File: src/rtl/framerPkg.sv
package framerPkg;

  localparam int WORD_W = 16;

  typedef struct packed {
    logic sendStart;
    logic sendPay;
    logic sendCrc;
    logic sendEnd;
  } txStrobeT;

  typedef struct packed {
    logic frameStart;
    logic dataWord;
    logic frameEnd;
  } rxStrobeT;

  // One 16-bit word through the CRC, most significant bit first.
  function automatic logic [WORD_W-1:0] crcNext(
    input logic [WORD_W-1:0] crcIn,
    input logic [WORD_W-1:0] word,
    input logic [WORD_W-1:0] poly
  );
    logic [WORD_W-1:0] acc;
    logic fb;
    acc = crcIn;
    for (int b = WORD_W - 1; b >= 0; b--) begin
      fb  = acc[WORD_W-1] ^ word[b];
      acc = {acc[WORD_W-2:0], 1'b0} ^ (fb ? poly : '0);
    end
    return acc;
  endfunction

endpackage

File: src/rtl/txCtrl.sv
module txCtrl
  import framerPkg::*;
#(
  parameter int MIN_BYTES = 8,
  parameter int MAX_BYTES = 64,
  localparam int LEN_W = $clog2(MAX_BYTES + 1),
  localparam int MAX_WORDS = MAX_BYTES / 2,
  localparam int CNT_W = $clog2(MAX_WORDS + 1)
) (
  input  logic             clk,
  input  logic             rstN,
  input  logic             txValid,
  input  logic [LEN_W-1:0] txLenBytes,
  output logic             txReady,
  output logic             txReject,
  output txStrobeT         strb
);

  typedef enum logic [2:0] {
    TX_IDLE,
    TX_START,
    TX_PAY,
    TX_CRC,
    TX_END
  } txStateT;

  txStateT state;
  logic [CNT_W-1:0] wordsLeft;
  logic lenGood;

  assign lenGood = !txLenBytes[0]
                && (int'(txLenBytes) >= MIN_BYTES)
                && (int'(txLenBytes) <= MAX_BYTES);

  always_comb begin
    strb     = '0;
    txReady  = 1'b0;
    txReject = 1'b0;
    unique case (state)
      TX_IDLE:  txReject = txValid && !lenGood;
      TX_START: strb.sendStart = 1'b1;
      TX_PAY: begin
        txReady      = 1'b1;
        strb.sendPay = txValid;
      end
      TX_CRC:   strb.sendCrc = 1'b1;
      TX_END:   strb.sendEnd = 1'b1;
      default:  strb = '0;
    endcase
  end

  always_ff @(posedge clk) begin
    if (!rstN) begin
      state     <= TX_IDLE;
      wordsLeft <= '0;
    end else begin
      unique case (state)
        TX_IDLE: begin
          if (txValid && lenGood) begin
            wordsLeft <= CNT_W'(txLenBytes >> 1);
            state     <= TX_START;
          end
        end
        TX_START: state <= TX_PAY;
        TX_PAY: begin
          if (txValid) begin
            wordsLeft <= wordsLeft - CNT_W'(1);
            if (wordsLeft == CNT_W'(1)) state <= TX_CRC;
          end
        end
        TX_CRC:  state <= TX_END;
        TX_END:  state <= TX_IDLE;
        default: state <= TX_IDLE;
      endcase
    end
  end

  // while payload is taken, a word is always still owed and never more than the maximum
  a_r4_words_owed: assert property (@(posedge clk) disable iff (!rstN)
    (state == TX_PAY) |-> (wordsLeft != '0 && int'(wordsLeft) <= MAX_WORDS));

  // a refused request leaves the framer idle, so nothing is taken next cycle
  a_r5_reject_stays_idle: assert property (@(posedge clk) disable iff (!rstN)
    txReject |=> !txReady);

endmodule

File: src/rtl/txPath.sv
module txPath
  import framerPkg::*;
#(
  parameter logic [WORD_W-1:0] SOP_CODE = 16'hC5A7,
  parameter logic [WORD_W-1:0] EOP_CODE = 16'h3A58,
  parameter logic [WORD_W-1:0] CRC_POLY = 16'h1021,
  parameter logic [WORD_W-1:0] CRC_SEED = 16'hFFFF
) (
  input  logic              clk,
  input  logic              rstN,
  input  txStrobeT          strb,
  input  logic [WORD_W-1:0] txData,
  output logic [WORD_W-1:0] linkTxData,
  output logic              linkTxValid
);

  logic [WORD_W-1:0] crcReg;

  always_ff @(posedge clk) begin
    if (!rstN) begin
      crcReg <= CRC_SEED;
    end else if (strb.sendStart) begin
      crcReg <= CRC_SEED;
    end else if (strb.sendPay) begin
      crcReg <= crcNext(crcReg, txData, CRC_POLY);
    end
  end

  always_ff @(posedge clk) begin
    if (!rstN) begin
      linkTxValid <= 1'b0;
      linkTxData  <= '0;
    end else begin
      linkTxValid <= |strb;
      if (strb.sendStart)    linkTxData <= SOP_CODE;
      else if (strb.sendPay) linkTxData <= txData;
      else if (strb.sendCrc) linkTxData <= crcReg;
      else if (strb.sendEnd) linkTxData <= EOP_CODE;
    end
  end

  // the control never asks for two link words in one cycle
  a_r2_single_source: assert property (@(posedge clk) disable iff (!rstN)
    $onehot0(strb));

  // the CRC word is sent only after a start word seeded the register and payload ran through it
  a_r3_crc_after_payload: assert property (@(posedge clk) disable iff (!rstN)
    strb.sendCrc |-> $past(strb.sendPay) || !$past(rstN) || $past(strb.sendPay, 1) == 1'b1);

endmodule

File: src/rtl/rxCtrl.sv
module rxCtrl
  import framerPkg::*;
#(
  parameter int MIN_BYTES = 8,
  parameter int MAX_BYTES = 64,
  parameter logic [WORD_W-1:0] SOP_CODE = 16'hC5A7,
  parameter logic [WORD_W-1:0] EOP_CODE = 16'h3A58,
  localparam int MIN_WORDS = MIN_BYTES / 2,
  localparam int MAX_WORDS = MAX_BYTES / 2,
  localparam int SAT_CNT = MAX_WORDS + 2,
  localparam int CNT_W = $clog2(SAT_CNT + 1)
) (
  input  logic              clk,
  input  logic              rstN,
  input  logic [WORD_W-1:0] linkRxData,
  input  logic              linkRxValid,
  output rxStrobeT          strb,
  output logic              rxDone,
  output logic              rxLenOk
);

  typedef enum logic {
    RX_HUNT,
    RX_BODY
  } rxStateT;

  rxStateT state;
  logic [CNT_W-1:0] dataCnt;
  logic isSop;
  logic isEop;
  logic inBody;

  assign isSop  = linkRxValid && (linkRxData == SOP_CODE);
  assign isEop  = linkRxValid && (linkRxData == EOP_CODE);
  assign inBody = (state == RX_BODY);

  always_comb begin
    strb            = '0;
    strb.frameStart = isSop;
    strb.dataWord   = inBody && linkRxValid && !isSop && !isEop;
    strb.frameEnd   = inBody && isEop;
  end

  always_ff @(posedge clk) begin
    if (!rstN) begin
      state   <= RX_HUNT;
      dataCnt <= '0;
      rxDone  <= 1'b0;
      rxLenOk <= 1'b0;
    end else begin
      rxDone <= 1'b0;
      if (strb.frameStart) begin
        state   <= RX_BODY;
        dataCnt <= '0;
      end else if (strb.dataWord) begin
        if (int'(dataCnt) != SAT_CNT) dataCnt <= dataCnt + CNT_W'(1);
      end else if (strb.frameEnd) begin
        state   <= RX_HUNT;
        rxDone  <= 1'b1;
        // data words include the trailing CRC word
        rxLenOk <= (int'(dataCnt) >= MIN_WORDS + 1) && (int'(dataCnt) <= MAX_WORDS + 1);
      end
    end
  end

  // the word counter saturates instead of wrapping
  a_r9_count_saturates: assert property (@(posedge clk) disable iff (!rstN)
    int'(dataCnt) <= SAT_CNT);

  // completion is a single-cycle pulse
  a_r7_done_single: assert property (@(posedge clk) disable iff (!rstN)
    rxDone |=> !rxDone);

endmodule

File: src/rtl/rxPath.sv
module rxPath
  import framerPkg::*;
#(
  parameter logic [WORD_W-1:0] CRC_POLY = 16'h1021,
  parameter logic [WORD_W-1:0] CRC_SEED = 16'hFFFF
) (
  input  logic              clk,
  input  logic              rstN,
  input  rxStrobeT          strb,
  input  logic [WORD_W-1:0] linkRxData,
  output logic [WORD_W-1:0] rxData,
  output logic              rxValid,
  output logic              rxCrcOk
);

  logic [WORD_W-1:0] crcReg;
  logic [WORD_W-1:0] holdWord;
  logic              holdValid;

  always_ff @(posedge clk) begin
    if (!rstN) begin
      crcReg    <= CRC_SEED;
      holdWord  <= '0;
      holdValid <= 1'b0;
      rxData    <= '0;
      rxValid   <= 1'b0;
      rxCrcOk   <= 1'b0;
    end else begin
      rxValid <= 1'b0;
      if (strb.frameStart) begin
        crcReg    <= CRC_SEED;
        holdValid <= 1'b0;
      end else if (strb.dataWord) begin
        // running CRC over payload and CRC word: a clean frame leaves zero
        crcReg    <= crcNext(crcReg, linkRxData, CRC_POLY);
        holdWord  <= linkRxData;
        holdValid <= 1'b1;
        if (holdValid) begin
          rxData  <= holdWord;
          rxValid <= 1'b1;
        end
      end else if (strb.frameEnd) begin
        rxCrcOk   <= (crcReg == '0);
        holdValid <= 1'b0;
      end
    end
  end

  // the control never reports two framing events for one link word
  a_r10_one_event: assert property (@(posedge clk) disable iff (!rstN)
    $onehot0(strb));

  // a payload word is only released while a frame is open
  a_r7_release_in_frame: assert property (@(posedge clk) disable iff (!rstN)
    rxValid |-> $past(strb.dataWord));

endmodule

File: src/rtl/pktFramerTop.sv
module pktFramerTop
  import framerPkg::*;
#(
  parameter int MIN_BYTES = 8,
  parameter int MAX_BYTES = 64,
  parameter logic [15:0] SOP_CODE = 16'hC5A7,
  parameter logic [15:0] EOP_CODE = 16'h3A58,
  parameter logic [15:0] CRC_POLY = 16'h1021,
  parameter logic [15:0] CRC_SEED = 16'hFFFF,
  localparam int LEN_W = $clog2(MAX_BYTES + 1)
) (
  input  logic             clk,
  input  logic             rstN,
  input  logic             txValid,
  output logic             txReady,
  input  logic [15:0]      txData,
  input  logic [LEN_W-1:0] txLenBytes,
  output logic             txReject,
  output logic [15:0]      linkTxData,
  output logic             linkTxValid,
  input  logic [15:0]      linkRxData,
  input  logic             linkRxValid,
  output logic [15:0]      rxData,
  output logic             rxValid,
  output logic             rxDone,
  output logic             rxCrcOk,
  output logic             rxLenOk
);

  txStrobeT txStrb;
  rxStrobeT rxStrb;

  txCtrl #(.MIN_BYTES(MIN_BYTES), .MAX_BYTES(MAX_BYTES)) uTxCtrl (
    .clk(clk), .rstN(rstN), .txValid(txValid), .txLenBytes(txLenBytes),
    .txReady(txReady), .txReject(txReject), .strb(txStrb)
  );

  txPath #(.SOP_CODE(SOP_CODE), .EOP_CODE(EOP_CODE),
           .CRC_POLY(CRC_POLY), .CRC_SEED(CRC_SEED)) uTxPath (
    .clk(clk), .rstN(rstN), .strb(txStrb), .txData(txData),
    .linkTxData(linkTxData), .linkTxValid(linkTxValid)
  );

  rxCtrl #(.MIN_BYTES(MIN_BYTES), .MAX_BYTES(MAX_BYTES),
           .SOP_CODE(SOP_CODE), .EOP_CODE(EOP_CODE)) uRxCtrl (
    .clk(clk), .rstN(rstN), .linkRxData(linkRxData), .linkRxValid(linkRxValid),
    .strb(rxStrb), .rxDone(rxDone), .rxLenOk(rxLenOk)
  );

  rxPath #(.CRC_POLY(CRC_POLY), .CRC_SEED(CRC_SEED)) uRxPath (
    .clk(clk), .rstN(rstN), .strb(rxStrb), .linkRxData(linkRxData),
    .rxData(rxData), .rxValid(rxValid), .rxCrcOk(rxCrcOk)
  );

  // a payload word taken from the source is on the link in the next cycle
  a_r2_accept_emits: assert property (@(posedge clk) disable iff (!rstN)
    (txValid && txReady) |=> linkTxValid);

  // a refused request puts nothing on the link
  a_r5_reject_silent: assert property (@(posedge clk) disable iff (!rstN)
    txReject |=> !linkTxValid);

  // a payload release and a completion never share a cycle
  a_r7_done_apart: assert property (@(posedge clk) disable iff (!rstN)
    !(rxValid && rxDone));

endmodule

File: config.mk
export PLATFORM = sky130hd
export DESIGN_NAME = pktFramerTop
export DESIGN_NICKNAME = d
export VERILOG_FILES = /design/src/rtl/framerPkg.sv /design/src/rtl/txCtrl.sv /design/src/rtl/txPath.sv /design/src/rtl/rxCtrl.sv /design/src/rtl/rxPath.sv /design/src/rtl/pktFramerTop.sv
export SDC_FILE = /design/constraint.sdc
export NUM_CORES = 1
export LEC_CHECK = 0
export ABC_CLOCK_PERIOD_IN_PS = 4100
export CORE_MARGIN = 4
export CORE_UTILIZATION = 29
export CTS_BUF_LIST = sky130_fd_sc_hd__clkbuf_4 sky130_fd_sc_hd__clkbuf_8
export DETAILED_ROUTE_END_ITERATION = 6
export SYNTH_ARGS = -nofsm -noshare
export SYNTH_HDL_FRONTEND = slang
export SYNTH_HIERARCHICAL = 1
export SYNTH_SLANG_ARGS = --single-unit
File: constraint.sdc
create_clock -name clk -period 4.1 [get_ports clk]
set_input_delay 0.41 -clock clk [delete_from_list [all_inputs] [get_ports clk]]
set_output_delay 0.41 -clock clk [all_outputs]
set_load 0.03 [all_outputs]
# Word-level counts from Yosys, hierarchy flattened

Cells that the tools add are included.

Flip-flop bits (word level): 102
Input bits: 43
Output and inout port bits: 39

$add $sub $neg: 2
Magnitude comparators: 4
Eq/ne operators: 12
Muxes and demuxes: 55
Bitwise gates (word level): 67
Reductions and logical operators: 34

Operators by type and width:

| operator                                                           | number |
|---|---|
| bitwise XOR 16 bit                                                 | 32 |
| 2-to-1 mux 13 bit                                                  | 32 |
| 2-to-1 mux 16 bit                                                  | 4 |
| bitwise XOR 1 bit                                                  | 32 |
| equality test 16 x 14 -> 1 bit (second input constant)             | 1 |
| equality test 16 bit (second input constant)                       | 1 |
| zero test 16 bit                                                   | 1 |
| 2-to-1 mux 1 bit                                                   | 12 |
| 2-to-1 mux 6 bit                                                   | 2 |
| one-hot mux 3 bit (4 select lines)                                 | 1 |
| one-hot mux 6 bit (2 select lines)                                 | 1 |
| AND reduction 3 bit                                                | 4 |
| logical AND 1 bit                                                  | 11 |
| 2-to-1 mux 3 bit                                                   | 3 |
| greater-or-equal comparator 7 x 4 -> 1 bit (second input constant) | 1 |
| <= comparator 7 bit (second input constant)                        | 1 |
| adder 6 x 1 -> 6 bit (second input constant)                       | 1 |
| equality test 3 x 2 -> 1 bit (second input constant)               | 2 |
| equality test 6 x 1 -> 1 bit (second input constant)               | 1 |
| greater-or-equal comparator 6 x 3 -> 1 bit (second input constant) | 1 |
| <= comparator 6 bit (second input constant)                        | 1 |
| != test 2 x 1 -> 1 bit (second input constant)                     | 3 |
| != test 6 bit (second input constant)                              | 1 |
| AND reduction 2 bit                                                | 3 |
| 13 further kinds                                                   | 22 |

# Depth between registers and ports, before layout

Gate-level depths: netlist of the first run.

Word-level depth: 48
Depth in mapped cells: 12
Depth with buffers taken out: 9

# By module

The synthesis of the first run kept the hierarchy.

By module, submodules not included:

| module | times used | cells an instance | area each (um^2) | sequential area each (um^2) |
|---|---|---|---|---|
| rxPath | 1          | 272               | 2426.1           | 1021.0 |
| txPath | 1          | 232               | 1986.9           | 660.6 |
| rxCtrl | 1          | 83                | 752.0            | 180.2 |
| txCtrl | 1          | 82                | 673.1            | 180.2 |

# Worst setup path after synthesis of the first run

Ideal clock, no wire load.

Path type: input to register
From: input linkRxData[3]
To: register uRxPath.rxData[10]
Setup time: 122 ps
Arrival time: 2381 ps
Data required time: 3978 ps
Slack: 1597 ps
Stages: 11
Path buffers: 2
Cell sequence: nand4b_2 > nor4_4 > nand2_2 > and3_1 > inv_1 > nor2_1 > and2_1 > clkbuf_1 > clkbuf_1 > nand2_1 > a21boi_0

RTL lines:

| element              | RTL line           | text |
|---|---|---|
| start, declared      | pktFramerTop.sv:21 | `input logic [15:0] linkRxData,` |
| end signal, assigned | rxPath.sv:39       | `rxData <= holdWord;` |
| end, declared        | rxPath.sv:11       | `output logic [WORD_W-1:0] rxData,` |

==> impl_metrics.toml, run 1 <==
[yosys]
distinct_cells_synth = 74
post-synth-top-area-fraction_pct = 35.0
synth_simple_gate_area_share_pct = 22.5
synth.yosys.seq_area_share_pct = 35.0
syn_nets = 718
synth.mux.area_fraction_pct = 1.24
post_syn_instances = 669
yosys_most_used_dff = "dfxtp_1"
synthesis.yosys.warnings = 6
yosys.area_share.xor_xnor_pct = 19.1
netlist_area_sq_um = 5840
ys_async_sr_fraction_pct = 0
synth.ff_latch_count = 102
synth_top_family_by_area = "simple AND/OR/NAND/NOR gates"
synth_largest_area_cell = "dfxtp_1"
synth_enable_flop_cells = 0
yosys-top-cells-area = "dfxtp_1 35%, xnor2_1 8.3%, nand2_1 7.4%, a21boi_0 4.1%, a21oi_1 3.3%"
avgSynthCellArea_sq_um = 8.73
yosys.cell_count.top_type = "nand2_1"
synth_compound_area_share_pct = 17.0
synth_adder_area_share_pct = 1.29
synth.top_cells.by_count = "115 x nand2_1, 102 x dfxtp_1, 55 x xnor2_1"

[timing]
timing.final.max_slew_violations = 0
timing.final.setup_violations = 0
worstMarginPinSlew_ns = 1.14
finalCriticalPeriod_ns = 3.49
unrepaired_setup_endpoints_after_global_routing = "no"
finalCritPeriodShare_pct = 85.2
max_freq_mhz = 286
fin_worst_skew_ns = 0.0150
totalNegativeSetupSlack_ns = 0
slew_headroom_pct = 24.0
final.hold.worst_slack_ns = 0.467
final_hold_violations = 0

[clocking]
cts_resized = 0
cts.sink_count = 102
cts-hold-fix-buffers = 0
cts.repair_timing.setup_buffer_count = 0
root_buffer = "clkbuf_8"
clkTransAtPathRegs_ns = 0.12
clock_tree.htree_level_count = 3
worst_skew_pair.late_latency_ns = 0.39
cts_buffers = 9
cts_tree = "yes"
max-clock-path-buffers = 2

[cells_and_area]
num_antenna_cells = 0
multiInputGateArea_sq_um = 3580
fillerInstances = 2055
design.final.nets = 788
area_growth_pct = 22.1
post_route_cells_drive_above_1_share_pct = 9.41
seqCellArea_sq_um = 2040
post-route-util_pct = 36.3

[floorplan]
design.die.area_sq_um = 22500
die_w_um = 150
boundaryPins = 82
coreArea_sq_um = 19700
start_util_pct = 29.7
chipHeight_um = 150
rows = 51

[critical_path]
crit_start = "linkRxData[3]"
worst_setup_path_end_kind = "register"
critical_path_arrival_ns = 3.77
critPathLaunchType = "input pin"
ff2ff_setup_slack_ns = 1.17
required_time_of_the_critical_path_ns = 4.38
endpoint = "uRxPath/rxData[13]"
r2r.worst_path.cells = 7
r2r-end = "uRxPath/rxData[13]"
crit_path_max_fanout = 19
criticalPathCategory = "in2reg"
worst_r2r_startpoint = "uRxCtrl/inBody"

[power_and_ir_drop]
power_density_nw_per_um2 = 311
power.net_switching_mw = 0.702
clock_share_of_power_pct = 30.1
part_of_the_total_power_dissipated_in_combinational_logic_pct = 23.9
p_sw_share_pct = 31.6
design_power_total_mw = 2.22
leakage_nw = 2.51
max-vdd-ir-drop_mv = 0.175
seqPwrFrac_pct = 46.0
internal_power_mw = 1.52

[outcome]
run_status = "finished clean"

[global_routing]
antenna_violations_before_repair = 0
vias_in_the_first_global_route = 4516
leftover_overflow_at_the_end_of_global_routing = 0
grt_start_max_net_pins = 45
groute.usage.overall_pct = 13.8
wire_length_of_the_first_global_routing_pass_um = 24600

[detailed_routing]
detailed_routing_iterations_pass_1 = 5
antenna_left = 0
drt_first_iter_violations = 301
detail_route.wl_per_cell_um = 15.4
routed-via-count = 4872
route.final.wire_length_um = 15500
viasPerCell = 4.83
remaining_drc_errors = 0

[min_path]
hold_path.class = "reg2reg"

[place]
gp_routability_congestion = 0.901
dp.final_hpwl_um = 11300
numPortBuffers = 81

[job]
max_cap_violations = 0
-- area by class of cell --
class                           instances  area share [%]
Sequential cell                       102            28.6
Multi-Input combinational cell        518            50.2
Inverter                               14           0.807
Clock buffer                            9            1.74
Tap cell                              265            4.65
Clock inverter                          7            1.26
Timing Repair Buffer                   94            12.7
-- cell usage in the layout (no fill, tap or decap), types with 6 or more instances in the layout --
| cell | n |
|---|---|
| nor3_1 | 16 |
| nor2_1 | 41 |
| o21ai_0 | 37 |
| a21boi_0 | 32 |
| xnor2_2 | 9 |
| nand2b_1 | 6 |
| xnor3_1 | 6 |
| nand2_1 | 115 |
| a21oi_1 | 38 |
| nor3b_1 | 11 |
| nand4_1 | 6 |
| clkbuf_8 | 9 |
| clkdlybuf4s50_1 | 80 |
| and3_1 | 9 |
| a31oi_1 | 7 |
| nand4b_1 | 6 |
| and2_1 | 6 |
| inv_1 | 12 |
| ha_1 | 6 |
| xor2_1 | 16 |
| o21ai_1 | 10 |
| o21a_1 | 11 |
| buf_4 | 13 |
| xnor2_1 | 55 |
| dfxtp_1 | 102 |
-- power groups by stage --
stage | clock (mW) | combinational [mW] | sequential (mW)
floorplan | 0 | 0.366 | 1.05
global placement | 0 | 0.523 | 1.04
detailed placement | 0 | 0.524 | 1.04
CTS | 0.707 | 0.528 | 1.02
global route | 0.740 | 0.564 | 1.02
finish | 0.668 | 0.529 | 1.02
-- critical path: stages --
cell and delay, ns:
clkdlybuf4s50_1 0.50, nor4bb_1 0.18, nand4b_1 0.17, o21a_1 0.36, and3_1 0.23, inv_1 0.09, nor2_1 0.88, nand2_1 0.64
nand2_1 0.21, a21boi_0 0.09
-- cells by family (layout without fill, tap and decap cells) --
kind of cell | after synthesis | after routing
adders and majority gates | 6 | 6
muxes | 7 | 7
and+or+nand+nor | 254 | 254
buffers and inverters | 49 | 124
DFF | 102 | 102
AOI/OAI and AO/OA | 156 | 156
xor gates and xnor gates | 95 | 95
-- worst min path at each step --
stage	from	endpoint	slack (ns)	cells past startpoint
2_1_floorplan	uRxPath/holdWord[0]	uRxPath/rxData[0]	0.44	2
3_3_place_gp	uRxPath/holdWord[12]	uRxPath/rxData[12]	0.45	2
3_5_place_dp	uRxPath/holdWord[7]	uRxPath/holdWord[7]	0.46	2
4_1_cts	uRxPath/holdWord[8]	uRxPath/rxData[8]	0.47	2
5_1_grt	uRxPath/holdWord[13]	uRxPath/rxData[13]	0.49	2
6_report	uRxPath/holdWord[8]	uRxPath/rxData[8]	0.47	2
-- per-stage QoR --
stage,worst slack (ns),instance area [sq um],std cells
floorplan,1.60,5840,669
global route,0.210,7130,1009
detailed placement,0.216,6910,993
global placement,0.271,6910,993
finish,0.608,7130,1009
CTS,0.647,7130,1009
-- layer usage --
layer	up-vias	GRT usage [%]	share of wire, %
li1	2445	-	-
met3	16	2.60	3.8
met4	0	3.80	1.6
met5	-	0	0
met2	114	21.6	47
met1	2297	19.4	48
-- registers in the layout, summed over array words and instances, names as in the netlist --
signal	cells
uRxPath/holdValid	1
uTxCtrl/state	3
uRxPath/crcReg	16
uRxCtrl/rxDone	1
uRxPath/rxData	16
uTxPath/crcReg	16
uRxPath/holdWord	16
uRxCtrl/inBody	1
uTxCtrl/wordsLeft	6
uRxCtrl/rxLenOk	1
uRxPath/rxCrcOk	1
uTxPath/linkTxData	16
uRxPath/rxValid	1
uRxCtrl/dataCnt	6
uTxPath/linkTxValid	1
Note: power is estimated with default switching activity, not from simulation.
==> run 2, diff against run 1 <==
Settings changed: ABC_CLOCK_PERIOD_IN_PS 4100 to 3000.
Clock period 4.1 ns to 3 ns, I/O delays scaled along.
==> impl_metrics.toml, run 2 (synthesized netlist as in run 1, its figures left out) <==
[clocking]
cts-hold-fix-buffers = 0
worst_skew_pair.late_latency_ns = 0.40
cts.sink_count = 102
clkTransAtPathRegs_ns = 0.11
cts_buffers = 9
cts_resized = 0
clock_tree.htree_level_count = 3
root_buffer = "clkbuf_8"
max-clock-path-buffers = 2
cts.repair_timing.setup_buffer_count = 0
cts_tree = "yes"

[place]
placement.cell_area_sq_um = 6970
dp.final_hpwl_um = 11000
gp_routability_congestion = 0.877
numPortBuffers = 81
dp_slack_ns = 0.115

[power_and_ir_drop]
design_power_total_mw = 3.05
max-vdd-ir-drop_mv = 0.171
leakage_nw = 2.55
power_density_nw_per_um2 = 425

[detailed_routing]
detail_route.wl_per_cell_um = 14.6
viasPerCell = 4.70
routed-via-count = 4779
antenna_left = 0
detailed_routing_iterations_pass_1 = 4
drt_first_iter_violations = 215
route.final.wire_length_um = 14800
remaining_drc_errors = 0

[critical_path]
criticalPathCategory = "reg2out"
worst_setup_path_end_kind = "output port"
critical_path_arrival_ns = 2.31
path_cells = "or3b_1, clkinv_4, clkdlybuf4s50_1"
critPathSlowestCell = "clkdlybuf4s50_1"
critPathLaunchType = "register"
r2r.worst_path.cells = 6
ff2ff_setup_slack_ns = 0.82
crit_path_max_fanout = 11
endpoint = "txReady"
worst_r2r_startpoint = "uRxPath/crcReg[14]"
required_time_of_the_critical_path_ns = 2.70
r2r-end = "uRxPath/crcReg[7]"
timing.critical_path.slowest_cell_delay_ns = 0.67
worstPathBufferInverterCount = 2
crit_start = "uTxCtrl/state[1]"
critical_path.top_delay_family = "buffers and inverters"
critical_path_cell_count = 3

[global_routing]
grt_start_max_net_pins = 39
leftover_overflow_at_the_end_of_global_routing = 0
groute.usage.overall_pct = 13.4
antenna_violations_before_repair = 0
wire_length_of_the_first_global_routing_pass_um = 23800
vias_in_the_first_global_route = 4551

[floorplan]
chipHeight_um = 150
boundaryPins = 82
coreArea_sq_um = 19700
design.die.area_sq_um = 22500
start_util_pct = 29.7
rows = 51
die_w_um = 150

[timing]
worstMarginPinSlew_ns = 0.684
timing.final.max_slew_violations = 0
unrepaired_setup_endpoints_after_global_routing = "no"
finalCritPeriodShare_pct = 86.9
final_hold_violations = 0
timing.final.setup_violations = 0
max_freq_mhz = 384
fin_worst_skew_ns = 0.00938
finalCriticalPeriod_ns = 2.61
final.setup.worst_slack_ns = 0.394
slew_headroom_pct = 54.4
totalNegativeSetupSlack_ns = 0

[cells_and_area]
finalInstanceArea_sq_um = 7180
num_antenna_cells = 0
area_growth_pct = 23.0
mostFrequentLayoutCells = "115 x nand2_1, 102 x dfxtp_1, 80 x clkdlybuf4s50_1, 55 x xnor2_1, 41 x nor2_1"
layout_commonest_cell = "nand2_1"
post_route_cells_drive_above_1_share_pct = 10.3
seqCellArea_sq_um = 2040
design.final.nets = 795
multiInputGateArea_sq_um = 3580
post-route-util_pct = 36.5
fillerInstances = 2064

[job]
max_cap_violations = 0

[outcome]
run_status = "finished clean"

[min_path]
hold_path.class = "reg2reg"
## run 2: area by class of cell
class | count | area share, %
clock inverters | 7 | 1.27
well taps | 265 | 4.62
clock buffers | 9 | 1.72
repair buffers | 101 | 13.3
multi-input cells | 518 | 49.8
flip-flops and latches | 102 | 28.4
inverters | 14 | 0.801
## run 2: through the flow
| step | hold WS [ns] | cells |
|---|---|---|
| after floorplan | 0.441 | 669 |
| after global placement | 0.448 | 1000 |
| after detailed placement | 0.457 | 1000 |
| after CTS | 0.433 | 1016 |
| after global routing | 0.483 | 1016 |
| final | 0.469 | 1016 |
## run 2: routing by layer
layer  GRT usage [%]  routed length, um
met5               0                  0
met4            6.04                316
met3            2.21                522
met2            21.0               6860
met1            18.0               7100
## run 2: worst min-delay path: cells and delay by family (launching register included)
family | cells | cell delay, ns
flops | 1 | 0.33
simple gates | 1 | 0.05
compound gates | 1 | 0.06
## run 2: power by group
part	internal (mW)	leakage, nW	total, mW	switching [mW]
clock	0.406	0.105	0.953	0.547
combinational	0.364	1.62	0.707	0.343
sequential	1.37	0.824	1.40	0.0216
total	2.14	2.55	3.05	0.912
## run 2: worst min-delay path by stage
| stage | slack, ns | depth (start not counted) | endpoint | start |
|---|---|---|---|---|
| after floorplan | 0.44 | 2 | uRxPath/rxData[0] | uRxPath/holdWord[0] |
| after global placement | 0.45 | 2 | uRxPath/rxData[11] | uRxPath/holdWord[11] |
| after detailed placement | 0.46 | 2 | uRxPath/rxData[9] | uRxPath/rxData[9] |
| after CTS | 0.43 | 2 | uTxCtrl/wordsLeft[0] | rstN |
| after global routing | 0.48 | 2 | uTxCtrl/wordsLeft[0] | rstN |
| final | 0.47 | 2 | uRxPath/holdWord[7] | uRxPath/holdWord[7] |
==> run 3, diff against run 2 <==
Settings changed: CAP_MARGIN from default to 20, GPL_ROUTABILITY_DRIVEN from default to 1.
==> results of run 3 <==
Final layout, timing and power as in run 2 (identical DEF).
